### src/rtl/ctlp_pkg.sv
package ctlp_pkg;

  typedef enum logic [2:0] {
    ST_IDLE,
    ST_HDR,
    ST_PTR,
    ST_DATA,
    ST_SKIP
  } fr_state_t;

  // Header is accepted only for the matching identifier with the direction bit low.
  function automatic logic hdr_ok(input logic [7:0] hdr, input logic [6:0] id);
    return hdr == {id, 1'b0};
  endfunction

  // Pointer after a data byte: advance with wrap, or hold.
  function automatic logic [6:0] ptr_next(input logic [6:0] ptr, input logic inc);
    return inc ? ptr + 7'd1 : ptr;
  endfunction

endpackage

### src/rtl/ctlp_sync.sv
module ctlp_sync #(
  parameter int STAGES = 2
) (
  input  logic clk,
  input  logic rst_n,
  input  logic csn_i,
  input  logic sclk_i,
  input  logic sdi_i,
  output logic cs_fall_o,
  output logic cs_high_o,
  output logic sclk_rise_o,
  output logic sdi_o
);
  localparam int LAST = STAGES - 1;

  logic [STAGES-1:0] cs_sh, ck_sh, di_sh;
  logic              cs_prev, ck_prev;

  // Select chain resets to 0 so a select held low through reset is not seen as a fall.
  always_ff @(posedge clk or negedge rst_n) begin
    if (!rst_n) begin
      cs_sh   <= '0;
      ck_sh   <= '0;
      di_sh   <= '0;
      cs_prev <= 1'b0;
      ck_prev <= 1'b0;
    end else begin
      cs_sh   <= {cs_sh[STAGES-2:0], csn_i};
      ck_sh   <= {ck_sh[STAGES-2:0], sclk_i};
      di_sh   <= {di_sh[STAGES-2:0], sdi_i};
      cs_prev <= cs_sh[LAST];
      ck_prev <= ck_sh[LAST];
    end
  end

  assign cs_fall_o   = cs_prev & ~cs_sh[LAST];
  assign cs_high_o   = cs_sh[LAST];
  assign sclk_rise_o = ck_sh[LAST] & ~ck_prev;
  assign sdi_o       = di_sh[LAST];


  rise_single_chk: assert property (@(posedge clk) disable iff (!rst_n)
    sclk_rise_o |=> !sclk_rise_o);


  fall_single_chk: assert property (@(posedge clk) disable iff (!rst_n)
    cs_fall_o |=> !cs_fall_o);

endmodule

### src/rtl/ctlp_frame.sv
module ctlp_frame
  import ctlp_pkg::*;
#(
  parameter logic [6:0] DEV_ID = 7'b1001010
) (
  input  logic       clk,
  input  logic       rst_n,
  input  logic       cs_fall_i,
  input  logic       cs_high_i,
  input  logic       sclk_rise_i,
  input  logic       sdi_i,
  output logic       wr_stb_o,
  output logic [6:0] wr_addr_o,
  output logic [7:0] wr_data_o
);
  fr_state_t  state_q;
  logic [2:0] bitcnt_q;
  logic [6:0] shreg_q;
  logic [6:0] ptr_q;
  logic       inc_q;
  logic       hdr_seen_q;

  logic       shifting;
  logic       byte_done;
  logic [7:0] full_byte;

  assign shifting  = sclk_rise_i && !cs_high_i &&
                     (state_q == ST_HDR || state_q == ST_PTR || state_q == ST_DATA);
  assign full_byte = {shreg_q, sdi_i};
  assign byte_done = shifting && (bitcnt_q == 3'd7);

  always_ff @(posedge clk or negedge rst_n) begin
    if (!rst_n) begin
      state_q    <= ST_IDLE;
      bitcnt_q   <= '0;
      shreg_q    <= '0;
      ptr_q      <= '0;
      inc_q      <= 1'b0;
      hdr_seen_q <= 1'b0;
      wr_stb_o   <= 1'b0;
      wr_addr_o  <= '0;
      wr_data_o  <= '0;
    end else begin
      wr_stb_o <= 1'b0;
      if (cs_high_i) begin
        state_q    <= ST_IDLE;
        hdr_seen_q <= 1'b0;
      end else if (cs_fall_i) begin
        state_q    <= ST_HDR;
        bitcnt_q   <= '0;
        shreg_q    <= '0;
        hdr_seen_q <= 1'b0;
      end else if (shifting) begin
        shreg_q  <= full_byte[6:0];
        bitcnt_q <= bitcnt_q + 3'd1;
        if (byte_done) begin
          unique case (state_q)
            ST_HDR: begin
              if (hdr_ok(full_byte, DEV_ID)) begin
                state_q    <= ST_PTR;
                hdr_seen_q <= 1'b1;
              end else begin
                state_q <= ST_SKIP;
              end
            end
            ST_PTR: begin
              ptr_q   <= full_byte[6:0];
              inc_q   <= full_byte[7];
              state_q <= ST_DATA;
            end
            ST_DATA: begin
              wr_stb_o  <= 1'b1;
              wr_addr_o <= ptr_q;
              wr_data_o <= full_byte;
              ptr_q     <= ptr_next(ptr_q, inc_q);
            end
            default: state_q <= ST_SKIP;
          endcase
        end
      end
    end
  end


  hdr_gate_chk: assert property (@(posedge clk) disable iff (!rst_n)
    wr_stb_o |-> hdr_seen_q);


  stb_pulse_chk: assert property (@(posedge clk) disable iff (!rst_n)
    wr_stb_o |=> !wr_stb_o);


  ptr_adv_chk: assert property (@(posedge clk) disable iff (!rst_n)
    (wr_stb_o && inc_q) |-> (ptr_q == wr_addr_o + 7'd1));


  ptr_hold_chk: assert property (@(posedge clk) disable iff (!rst_n)
    (wr_stb_o && !inc_q) |-> (ptr_q == wr_addr_o));


  cs_abort_chk: assert property (@(posedge clk) disable iff (!rst_n)
    cs_high_i |=> !wr_stb_o);

endmodule

### src/rtl/ctlp_regbank.sv
module ctlp_regbank #(
  parameter int AW = 7,
  parameter int DW = 8
) (
  input  logic          clk,
  input  logic          rst_n,
  input  logic          wr_en_i,
  input  logic [AW-1:0] wr_addr_i,
  input  logic [DW-1:0] wr_data_i,
  input  logic [AW-1:0] rd_addr_i,
  output logic [DW-1:0] rd_data_o
);
  localparam int DEPTH = 1 << AW;

  logic [DW-1:0] mem_q [DEPTH];

  for (genvar g = 0; g < DEPTH; g++) begin : g_reg
    always_ff @(posedge clk or negedge rst_n) begin
      if (!rst_n)
        mem_q[g] <= '0;
      else if (wr_en_i && (wr_addr_i == AW'(g)))
        mem_q[g] <= wr_data_i;
    end
  end

  assign rd_data_o = mem_q[rd_addr_i];


  write_lands_chk: assert property (@(posedge clk) disable iff (!rst_n)
    wr_en_i |=> (mem_q[$past(wr_addr_i)] == $past(wr_data_i)));

endmodule

### src/rtl/ctlp_top.sv
module ctlp_top #(
  parameter logic [6:0] DEV_ID = 7'b1001010,
  parameter int         SYNC_STAGES = 2
) (
  input  logic       clk,
  input  logic       rst_n,
  input  logic       csn_i,
  input  logic       sclk_i,
  input  logic       sdi_i,
  input  logic [6:0] rd_addr_i,
  output logic [7:0] rd_data_o,
  output logic       wr_stb_o,
  output logic [6:0] wr_addr_o,
  output logic [7:0] wr_data_o
);
  logic cs_fall, cs_high, sclk_rise, sdi_s;

  ctlp_sync #(.STAGES(SYNC_STAGES)) u_sync (
    .clk         (clk),
    .rst_n       (rst_n),
    .csn_i       (csn_i),
    .sclk_i      (sclk_i),
    .sdi_i       (sdi_i),
    .cs_fall_o   (cs_fall),
    .cs_high_o   (cs_high),
    .sclk_rise_o (sclk_rise),
    .sdi_o       (sdi_s)
  );

  ctlp_frame #(.DEV_ID(DEV_ID)) u_frame (
    .clk         (clk),
    .rst_n       (rst_n),
    .cs_fall_i   (cs_fall),
    .cs_high_i   (cs_high),
    .sclk_rise_i (sclk_rise),
    .sdi_i       (sdi_s),
    .wr_stb_o    (wr_stb_o),
    .wr_addr_o   (wr_addr_o),
    .wr_data_o   (wr_data_o)
  );

  ctlp_regbank #(.AW(7), .DW(8)) u_bank (
    .clk       (clk),
    .rst_n     (rst_n),
    .wr_en_i   (wr_stb_o),
    .wr_addr_i (wr_addr_o),
    .wr_data_i (wr_data_o),
    .rd_addr_i (rd_addr_i),
    .rd_data_o (rd_data_o)
  );

endmodule

### config.mk
export PLATFORM = sky130hd
export DESIGN_NAME = ctlp_top
export DESIGN_NICKNAME = d
export VERILOG_FILES = /design/src/rtl/ctlp_pkg.sv /design/src/rtl/ctlp_sync.sv /design/src/rtl/ctlp_frame.sv /design/src/rtl/ctlp_regbank.sv /design/src/rtl/ctlp_top.sv
export SDC_FILE = /design/constraint.sdc
export NUM_CORES = 2
export LEC_CHECK = 0
export BUFFER_PORTS_ARGS = -buffer_cell sky130_fd_sc_hd__buf_2
export CAP_MARGIN = 30
export CORE_MARGIN = 10
export CORE_UTILIZATION = 28
export CTS_CLUSTER_DIAMETER = 40
export DETAILED_ROUTE_END_ITERATION = 6
export MAX_ROUTING_LAYER = met4
export PLACE_DENSITY = 0.45
export SKIP_CTS_REPAIR_TIMING = 1
export SLEW_MARGIN = 40
export SYNTH_ARGS = -nofsm -noshare
export SYNTH_HDL_FRONTEND = slang
export SYNTH_HIERARCHICAL = 1
export SYNTH_SLANG_ARGS = --single-unit
### constraint.sdc
create_clock -name clk -period 4.8 [get_ports clk]
set_input_delay 0.48 -clock clk [delete_from_list [all_inputs] [get_ports clk]]
set_output_delay 0.48 -clock clk [all_outputs]
set_load 0.01 [all_outputs]
---- Word-level counts from Yosys, hierarchy flattened ----
Index checks and enable logic that the tools add are counted.
storage, ports and cells
  register bits after elaboration ......... 1069
  input bits .............................. 12
  output and inout bits ................... 24
  word-level logic and storage cells ...... 448
operators by class
  muxes and demuxes ....................... 20
  $add $sub $neg .......................... 2
  eq/ne operators ......................... 134
  magnitude comparators ................... 1
  bitwise gates (word level) .............. 6
  reductions and logical operators ........ 144
operators with widths
  cell                 number
  $eq 7x7->1 const B   64
  $eq 7x6->1 const B   32
  $logic_and 1x1->1    131
  $eq 7x5->1 const B   16
  $bmux 8 s7           1
  $eq 7x4->1 const B   8
  $eq 7x3->1 const B   4
  $mux 3               7
  $mux 7               3
  $mux 8               2
  $eq 7x2->1 const B   2
  $pmux 7 s2           1
  $reduce_and 5->1     2
  $pmux 3 s3           1
  $eq 8x8->1 const B   1
  $ge 8x8->1 const B   1
  $not 7->8            1
  $add 7x1->7 const B  1
  $eq 7x1->1 const B   1
  $logic_not 7->1      1
  $eq 3x2->1 const B   2
  $reduce_and 6->1     1
  $reduce_bool 3->1    2
  $mux 1               5
  12 further kinds     17

---- Logic depth before layout (Yosys ltp) ----
  depth after elaboration ................. 9
  mapped depth ............................ 8
  mapped depth without buffers ............ 6

---- Modules after synthesis ----
Netlist, hierarchy kept.
by module, submodules not included
  module        times used  seq. area each (µm²)  area each (µm²)  cells an instance
  ctlp_regbank  1           25624.6               46402.0          2774
  ctlp_frame    1           925.9                 1669.1           135
  ctlp_sync     1           200.2                 227.7            10

---- Least setup slack after synthesis ----
No wires, ideal clock.
  path type ............................... input -> output
  start point ............................. in rd_addr_i[0]
  end point ............................... out rd_data_o[0]
  slack ................................... 1.417 ns
  stages on the path ...................... 6
  buffers on the path ..................... 2
  data arrival time ....................... 2.903 ns
  required time ........................... 4.320 ns
  cells stage by stage .................... clkbuf_1 > buf_1 > mux4_2 > mux4_2 > mux4_2 > mux2_2
on the way
  cells in the longest elaborated chain, start to end .. 4
ends and longest elaborated chain
  what                                       RTL line            RTL
  start: declaration                         ctlp_top.sv:10      input logic [6:0] rd_addr_i,
  $not 7->8 (not written as such)            ctlp_regbank.sv:26  assign rd_data_o = mem_q[rd_addr_i];
  $bmux 8 s7                                 ctlp_regbank.sv:26
  $mux 8 (not written as such) (2 in a row)  ctlp_regbank.sv:26
  end: declaration                           ctlp_top.sv:11      output logic [7:0] rd_data_o,
No other way between the ends. The select of a mux whose other input is x is not followed.

---- Worst setup path in the final report ----
  start point ............................. in rd_addr_i[2]
  end point ............................... out rd_data_o[1]
Same word-level chain as after synthesis.

==> results.md <==
- Num Clock Sinks: 1069
- Finished Layout Cells: 5478
- Critical path, cell by cell: buf_8, buf_12, buf_12, mux4_2, mux4_2, mux4_2, mux2_2, buf_2
- Unrepaired setup endpoints after global routing: no
- Worst hold-check path type: in -> async
- Cts bufs inserted: 178
- Gr usage total: 15.2%
- Worst Skew: 0.0417 ns
- CP startpoint kind: input port
- Initial core utilization: 28.2%
- Crit-path max cell delay: 0.57 ns
- TNS Setup: 0 ns
- Synth area leaders: dfrtp_1, mux2_2, mux4_2, clkbuf_1, nor2_1
- Worst setup EP type: primary output
- CP max-delay cell: mux4_2
- Power Density: 394 mW/mm²
- Final Critical Period: 3.90 ns
- CP arrival: 3.42 ns
- Skew-Pair Late Insertion Delay: 0.78 ns
- Outcome: complete, no violations
- CTS H-tree depth: 4
- Root Driver: clkbuf_16
- WL met1: 65000 µm
- Sequential area share after synthesis: 55.4%
- Leakage: 0.0272 µW
- Clock Tree Buf Depth: 3
- Buf/Inv on CP: 4
- Synth top area share: 55.4%
- Total power: 22900 µW
- Gr ovfl total: 0
- Worst path required time: 4.32 ns
- Final ANT Viol Nets: 0
- Routability congestion estimate: 0.774
- Pre-Repair DR Iteration Count: 5
- Syn_area_per_cell: 16.5 µm²
- Worst-Margin Slew: 0.858 ns
- Top Family by Delay on Critical Path: multiplexers
- Vias in the first global route: 30000
- Die Area: 0.190 mm²
- Die height: 435 µm
- Post-Place Cells: 5140
- Hold Vio Cnt, Final: 0
- Most used cell along the critical path: mux4_2
- Post-DP HPWL: 90500 µm
- Layout Nets: 3033
- Fmax achieved: 256 MHz
- Routed met2 length: 66600 µm
- Largest net degree at the start of global routing: 153
- Max_slew headroom: 42.7%
- Top sig layer: met4
- Crit share post-route: 81.2%
- Residual DRC: 0
- Post-synth top cells: dfrtp_1, mux2_2, mux4_2
- Post-synth EDFFs: 0
- Yosys reg bits: 1069
- First-pass GRT wire length: 211000 µm
- IO buf count: 35
- Primary FF master, synth: dfrtp_1
- Post-layout util: 34.0%
- Fill cells: 16400
- Post-Syn Area: 0.0483 mm²
- Synth area leader: dfrtp_1
- Share of cells above drive strength 1: 59.7%
- Synth Instances: 2919
- CP max FO: 39
- Post-Route WL: 141000 µm
- Total nets after synthesis: 2934
- Reg clk slew, reported paths: 0.05 ns
- Io pins: 36
- CTS tree: built
- Via count: 27100
- Routed WL per cell: 25.6 µm
- Yosys warns: 6
- Asr flop ratio synth: 100%
- Antenna violations before repair: 11
- Crit Path Class: in -> out
- Final Slew Violations: 0
- Drt via density: 4.94
- Area delta synth->final: 20.7%
- Metal3 WL: 5780 µm
- Maxcap violations: 0
- Max IR drop VDD: 0.000321 V
- Die width: 435 µm
- Core Rows: 152
- DR iter-0 viols: 1957
- Unique masters post-synth: 41
- CORE AREA: 0.172 mm²
- Cell with the most instances after synthesis: dfrtp_1
- Final setup fails: 0
## registers in the layout, indices dropped and copies added (netlist names)
name and flops:
u_sync/ck_sh 2, u_frame/inc_q 1, u_sync/cs_prev 1, u_sync/cs_sh 2, u_frame/wr_data_o 8, u_sync/ck_prev 1, u_frame/wr_stb_o 1, u_frame/shreg_q 7
u_bank/mem_q 1024, u_frame/state_q 3, u_frame/bitcnt_q 3, u_frame/wr_addr_o 7, u_sync/di_sh 2, u_frame/ptr_q 7
## path summary, 6_finish.rpt
kind                                                   from                        endpoint  slack [ns]  depth (start not counted)
max                                            rd_addr_i[2]                    rd_data_o[1]        0.90                          8
min                                                   rst_n   u_bank/mem_q[151]$_DFFE_PN0P_        0.28                          2
max reg2reg                u_frame/wr_addr_o[0]$_DFFE_PN0P_  u_bank/mem_q[1008]$_DFFE_PN0P_        1.63                          4
min reg2reg                       u_sync/cs_sh[0]$_DFF_PN0_       u_sync/cs_sh[1]$_DFF_PN0_        0.34                          0
max in group asynchronous                             rst_n   u_bank/mem_q[932]$_DFFE_PN0P_        2.95                          4
min in group clk                  u_sync/cs_sh[0]$_DFF_PN0_       u_sync/cs_sh[1]$_DFF_PN0_        0.34                          0
## metrics by stage
| stage | area (µm²) | hold WS, ns | setup WS (ns) |
|---|---|---|---|
| finish | 58300 | 0.278 | 0.901 |
| global route | 58300 | 0.305 | 0.807 |
| CTS | 58100 | -0.292 | 0.821 |
| detailed placement | 51700 | 0.336 | 0.826 |
| global placement | 51500 | 0.337 | 0.818 |
| floorplan | 48300 | 0.184 | 1.42 |
## kinds of logic (layout without fill, tap and decap cells)
kind of cell | after synthesis | count (layout) | share of synthesized area, %
simple gates | 205 | 205 | 2.00
buf+inv | 224 | 470 | 1.90
fa+ha+maj | 3 | 3 | 0.0777
mux | 1387 | 1387 | 40.2
compound gates | 31 | 31 | 0.469
other cells | 0 | 3 | 0
flops | 1069 | 1069 | 55.4
## routing by layer
layer | vias up | GRT usage, %
met1 | 15000 | 20.5
met5 | - | -
met4 | 0 | 3.96
met3 | 208 | 2.68
li1 | 11300 | -
met2 | 569 | 23.6
## layout by cell type, fill, tap and decap left out, types with 5 or more instances in the layout
cell type and instances:
dfrtp_1 1061, mux2_2 1040, mux4_2 336, clkbuf_16 182, buf_4 70, nand2_1 60
nor2_1 45, nor2_2 42, clkbuf_8 30, buf_2 30, clkbuf_1 26, buf_12 25
bufinv_16 24, clkinv_2 23, clkinvlp_4 13, clkinv_4 12, a22o_1 9, mux2_1 9
dfrtp_4 8, inv_6 7, buf_6 6, and3_1 6, nand3_1 6, a21oi_1 6
and3b_1 5, o21ai_0 5
## worst reg2reg max path, stage by stage, from the launching register on
cell and delay [ns]:
dfrtp_1 0.83, nor2b_1 0.36, nor2b_1 0.72, nand2_1 0.66, mux2_2 0.47
## final cells by class
cell class	count	area, µm²	area share, %
clock buffer	238	5060	8.69
inverter	2	7.51	0.0129
sequential	1069	26800	45.9
timing repair buffer	141	1410	2.42
tap	2310	2890	4.96
multi-input combinational	1626	20800	35.7
clock inverter	89	1320	2.26
antenna	3	7.51	0.0129
## report_power, final
group / leakage (µW) / internal [µW] / total (µW) / switching (µW)
registers: 0.0149 / 9030 / 9040 / 5.49
logic: 0.00916 / 169 / 545 / 376
clock network: 0.00309 / 8730 / 13400 / 4620
total: 0.0272 / 17900 / 22900 / 5000
Power figures use the tool's default switching activity.
